--- src/rtl/rbm_pkg.sv ---
package rbm_pkg;
   typedef enum logic [1:0] {
      WIN_FIXED  = 2'd0,
      WIN_SWITCH = 2'd1,
      WIN_NONE   = 2'd2
   } win_e;
endpackage

--- src/rtl/rbm_hit_dec.sv ---
module rbm_hit_dec #(
   parameter int          CPU_AW  = 21,
   parameter int          MATCH_W = 13,
   parameter logic [12:0] MASK    = 13'h1FFC,
   parameter logic [12:0] VALUE   = 13'h1FF0
) (
   input  logic [CPU_AW-1:0] addr,
   input  logic              wr,
   output logic              claim
);
   logic [MATCH_W-1:0] bit_ok;

   generate
      for (genvar i = 0; i < MATCH_W; i++) begin : g_bit
         if (MASK[i]) begin : g_cmp
            assign bit_ok[i] = (addr[i] == VALUE[i]);
         end else begin : g_free
            assign bit_ok[i] = 1'b1;
         end
      end
   endgenerate

   assign claim = wr & (&bit_ok);
endmodule

--- src/rtl/rbm_bank_reg.sv ---
module rbm_bank_reg #(
   parameter int BANK_W = 2
) (
   input  logic              clk,
   input  logic              rst,
   input  logic              load,
   input  logic [BANK_W-1:0] nxt,
   output logic [BANK_W-1:0] q
);
   always_ff @(posedge clk) begin
      if (rst)       q <= '0;
      else if (load) q <= nxt;
   end
endmodule

--- src/rtl/rbm_xlate.sv ---
module rbm_xlate
   import rbm_pkg::*;
#(
   parameter int CPU_AW    = 21,
   parameter int ROM_AW    = 22,
   parameter int PAGE_AW   = 19,
   parameter int BANK_W    = 2,
   parameter int BASE_PAGE = 1
) (
   input  logic [CPU_AW-1:0] addr,
   input  logic [BANK_W-1:0] bank,
   output logic [ROM_AW-1:0] rom_addr,
   output logic              hit
);
   localparam int PG_W  = ROM_AW - PAGE_AW;
   localparam int SEL_W = CPU_AW - PAGE_AW;

   win_e              win;
   logic [PG_W-1:0]   page;
   logic [SEL_W-1:0]  sel;

   assign sel  = addr[CPU_AW-1:PAGE_AW];
   assign page = PG_W'(bank) + PG_W'(BASE_PAGE);

   always_comb begin
      if (sel == SEL_W'(0))      win = WIN_FIXED;
      else if (sel == SEL_W'(1)) win = WIN_SWITCH;
      else                       win = WIN_NONE;
   end

   always_comb begin
      unique case (win)
         WIN_FIXED:  rom_addr = {PG_W'(0), addr[PAGE_AW-1:0]};
         WIN_SWITCH: rom_addr = {page, addr[PAGE_AW-1:0]};
         default:    rom_addr = '0;
      endcase
   end

   assign hit = (win != WIN_NONE);
endmodule

--- src/rtl/rom_bank_mapper.sv ---
module rom_bank_mapper #(
   parameter int          CPU_AW     = 21,
   parameter int          ROM_AW     = 22,
   parameter int          PAGE_AW    = 19,
   parameter int          BANK_W     = 2,
   parameter int          BASE_PAGE  = 1,
   parameter int          MATCH_W    = 13,
   parameter logic [12:0] MATCH_MASK = 13'h1FFC,
   parameter logic [12:0] MATCH_VAL  = 13'h1FF0
) (
   input  logic              clk,
   input  logic              rst,
   input  logic [CPU_AW-1:0] cpu_addr,
   input  logic              cpu_wr,
   output logic [ROM_AW-1:0] rom_addr,
   output logic              rom_hit,
   output logic              map_claim,
   output logic              wr_pass
);
   localparam int TOP_PAGE = (1 << BANK_W) - 1 + BASE_PAGE;

   generate
      if (PAGE_AW + 1 >= CPU_AW) begin : g_bad_cpu
         initial $fatal(1, "cpu address too narrow for two windows");
      end
      if (TOP_PAGE >= (1 << (ROM_AW - PAGE_AW))) begin : g_bad_rom
         initial $fatal(1, "rom address cannot hold highest page");
      end
      if (MATCH_MASK[BANK_W-1:0] != '0) begin : g_bad_mask
         initial $fatal(1, "bank field bits must be outside the match mask");
      end
      if ((MATCH_VAL & ~MATCH_MASK) != '0) begin : g_bad_val
         initial $fatal(1, "match value has bits outside the mask");
      end
      if (MATCH_W > CPU_AW || MATCH_W > 13) begin : g_bad_mw
         initial $fatal(1, "match width out of range");
      end
   endgenerate

   logic [BANK_W-1:0] bank_q;

   rbm_hit_dec #(
      .CPU_AW (CPU_AW),
      .MATCH_W(MATCH_W),
      .MASK   (MATCH_MASK),
      .VALUE  (MATCH_VAL)
   ) u_dec (
      .addr (cpu_addr),
      .wr   (cpu_wr),
      .claim(map_claim)
   );

   rbm_bank_reg #(
      .BANK_W(BANK_W)
   ) u_bank (
      .clk (clk),
      .rst (rst),
      .load(map_claim),
      .nxt (cpu_addr[BANK_W-1:0]),
      .q   (bank_q)
   );

   rbm_xlate #(
      .CPU_AW   (CPU_AW),
      .ROM_AW   (ROM_AW),
      .PAGE_AW  (PAGE_AW),
      .BANK_W   (BANK_W),
      .BASE_PAGE(BASE_PAGE)
   ) u_xl (
      .addr    (cpu_addr),
      .bank    (bank_q),
      .rom_addr(rom_addr),
      .hit     (rom_hit)
   );

   assign wr_pass = cpu_wr & ~map_claim;
endmodule

--- config.mk ---
export PLATFORM = sky130hd
export DESIGN_NAME = rom_bank_mapper
export DESIGN_NICKNAME = d
export VERILOG_FILES = /design/src/rtl/rbm_pkg.sv /design/src/rtl/rbm_hit_dec.sv /design/src/rtl/rbm_bank_reg.sv /design/src/rtl/rbm_xlate.sv /design/src/rtl/rom_bank_mapper.sv
export SDC_FILE = /design/constraint.sdc
export NUM_CORES = 1
export LEC_CHECK = 0
export ABC_AREA = 1
export BUFFER_PORTS_ARGS = -buffer_cell sky130_fd_sc_hd__buf_2
export CORE_AREA = 2 2 39 41
export CTS_BUF_LIST = sky130_fd_sc_hd__clkbuf_4
export CTS_CLUSTER_SIZE = 24
export DETAILED_ROUTE_END_ITERATION = 8
export DIE_AREA = 0 0 41 43
export GPL_TIMING_DRIVEN = 0
export MAX_ROUTING_LAYER = met4
export PLACE_DENSITY = 0.7
export SLEW_MARGIN = 20
export SYNTH_ARGS = -nofsm -noshare
export SYNTH_HDL_FRONTEND = slang
export SYNTH_SLANG_ARGS = --single-unit
--- constraint.sdc ---
create_clock -name clk -period 0.88 [get_ports clk]
set_clock_uncertainty 0.1 [all_clocks]
set_input_delay 0.044 -clock clk [delete_from_list [all_inputs] [get_ports clk]]
set_output_delay 0.044 -clock clk [all_outputs]
set_load 0.02 [all_outputs]
==> results.md <==
* Initial core utilization at 24.2%
* Row cnt at 14
* Avg Inst Size Synth at 4.59 sq um
* Die ar. at 0.00176 sq mm
* Fin worst setup slack at -0.298 ns
* Overall routing resource usage at 15.0%
* Vias in the first global route at 494
* CTS tree: built
* Via count at 557
* Worst Tran Pin Value at 0.383 ns
* Die width at 41 microns
* Syn Inst Count at 73
* Clk slew on worst S/H paths at 0.03 ns
* Nets at 155
* Worst hold path class: in -> reg
* First-pass GRT wire length at 1770 microns
* Req. time, crit path at 0.74 ns
* Syn_nets at 98
* Worst-path fanout max at 2
* Count of final hold-check violations at 0
* Clock Root Buffer: clkbuf_4
* IO Pins at 49
* Post-synth top area share at 30.2%
* Port Buffers at 47
* Largest net degree at the start of global routing at 11
* Critical Path End Type: output port
* Flip-flop and latch count after synthesis at 2
* Vias/cell at 3.87
* Initial DRC count at 6
* Status: complete, but fails checks
* Initial DRT Pass Iterations at 3
* Die height at 43 microns
* Antenna violations before repair at 0
* Slew margin rel. at 74.4%
* Max reg flops at 2
* Total gr overflow at 0
* CTS H-tree lvls at 1
* Sequential fraction of the synthesis area at 11.9%
* Final ANT Viol Nets at 0
* Largest Register: u_bank.q
* Area leader, netlist: inv_1
* Leakage Power at 0.498 nW
* Post-route cell area at 707 sq um
* Core area at 0.00138 sq mm
* Placed cell area at 596 sq um
* Final wirelength at 1210 microns
* Worst vdd ir at 475 uV
* Max clock buf depth at 2
* # DRC at 0
* Max-slew violations at 0
* CTS Sinks at 2
* Ys Warns at 0
* Layout cells sized above 1 at 50.8%
* WP data arrival at 1.03 ns
* Dpl hpwl at 971 microns
* Crit share post-route at 134%
* Failing checks: setup timing
* Crit start category: flip-flop
* Area Growth Syn to Fin at 111%
* Num CTS Buffers at 3
* Power per Cell Area at 777 mW/mm^2
* Setup CP Type: reg -> out
* Setup TNS at -0.697 ns
* RSZ-0062 raised after global routing: true
* Number of distinct library cells after synthesis at 10
* Synth area leaders: inv_1 (30%), nor2_1 (29%), dfxtp_1 (12%), nand2_1 (11%), nor2_2 (5.6%)
* Top flop regs: u_bank.q x2
* N_diodes at 0
* Final setup vio count at 3
* Final Wtd Congestion at 0.714
* Tmin final at 1.18 ns
* WL/cell at 8.39 microns
* Peak Freq at 0.849 GHz
* Number of max-cap violations at 0
* Mapped Area at 335 sq um
* Worst skew pair latency at 0.22 ns
==> cell families after synthesis <==
family                     after synthesis  share of synthesized area, %
and+or+nand+nor                         40                          49.6
buffers and inverters                   29                          32.8
DFF                                      2                          11.9
AOI/OAI and AO/OA                        1                          1.87
adders and majority gates                1                          3.73
==> worst max-delay path, cell delays in order (launching register included) <==
cell and delay, ns:
dfxtp_2 0.32, ha_4 0.26, inv_2 0.03, nor2_2 0.08
buf_6 0.12
==> synthesized netlist by cell type <==
cell	instances
buf_2	1
dfxtp_1	2
a31oi_1	1
nand4_2	1
clkbuf_1	1
nand2_1	10
nor2_2	3
nor2_1	26
inv_1	27
ha_1	1
==> power by group <==
part           total, mW  switching [mW]  internal (mW)
Combinational      0.262           0.157          0.106
Clock              0.196          0.0459          0.150
Sequential        0.0914       0.0000385         0.0914
Total              0.549           0.203          0.347
==> placed cells by master, fill, tap and decap left out <==
cell	instances
dlygate4sd3_1	3
nand2_2	1
clkbuf_1	1
inv_1	25
nor2_2	4
ha_4	1
nand2_1	9
buf_2	44
clkbuf_4	3
a31oi_1	1
nor2_1	24
nor2_4	1
inv_2	2
dfxtp_2	2
buf_6	3
buf_4	3
nand4_2	1
==> worst paths after layout <==
path	startpoint	endpoint	slack (ns)	depth (start not counted)
setup / recovery	u_bank.q[0]	rom_addr[20]	-0.30	4
hold / removal	cpu_wr	u_bank.q[0]	0.21	5
setup reg to reg	u_bank.q[0]	u_bank.q[0]	0.03	5
hold reg to reg	u_bank.q[1]	u_bank.q[1]	0.45	4
==> cell type report <==
cell class                      instances  area, sq um
Clock buffer                            3         22.5
Tap cell                               16         20.0
Timing Repair Buffer                   52          302
Fill cell                             166          677
Inverter                               27          101
Sequential cell                         2         42.5
Buffer                                  2         8.76
Multi-Input combinational cell         42          210
==> routing by layer <==
metal | vias up | track usage, % | wire (microns)
li1 | 306 | - | -
met1 | 231 | 12.5 | 449
met2 | 20 | 28.7 | 680
met3 | 0 | 3.14 | 79
met4 | 0 | 6.00 | 0
met5 | - | - | 0
==> stage by stage <==
stage | setup slack, ns | hold slack (ns) | util [%] | instances | total power, mW
global placement | -0.123 | 0.193 | 43.0 | 136 | 0.337
floorplan | -0.0765 | 0.0789 | - | 73 | 0.230
global route | -0.348 | 0.231 | 51.1 | 144 | 0.603
finish | -0.298 | 0.214 | 51.1 | 144 | 0.549
CTS | -0.310 | 0.191 | 49.8 | 144 | 0.563
detailed placement | -0.131 | 0.202 | 43.0 | 136 | 0.341
==> what timing repair did <==
action | 4_1_cts | 5_1_grt
endpoints found under the hold margin | 2 | 0
hold buffers | 3 | 0
gates resized for setup | 8 | 6
setup endpoints to repair | 4 | 5
pin swaps | 2 | 1
buffers inserted | 2 | 0
Power figures use the tool's default switching activity.
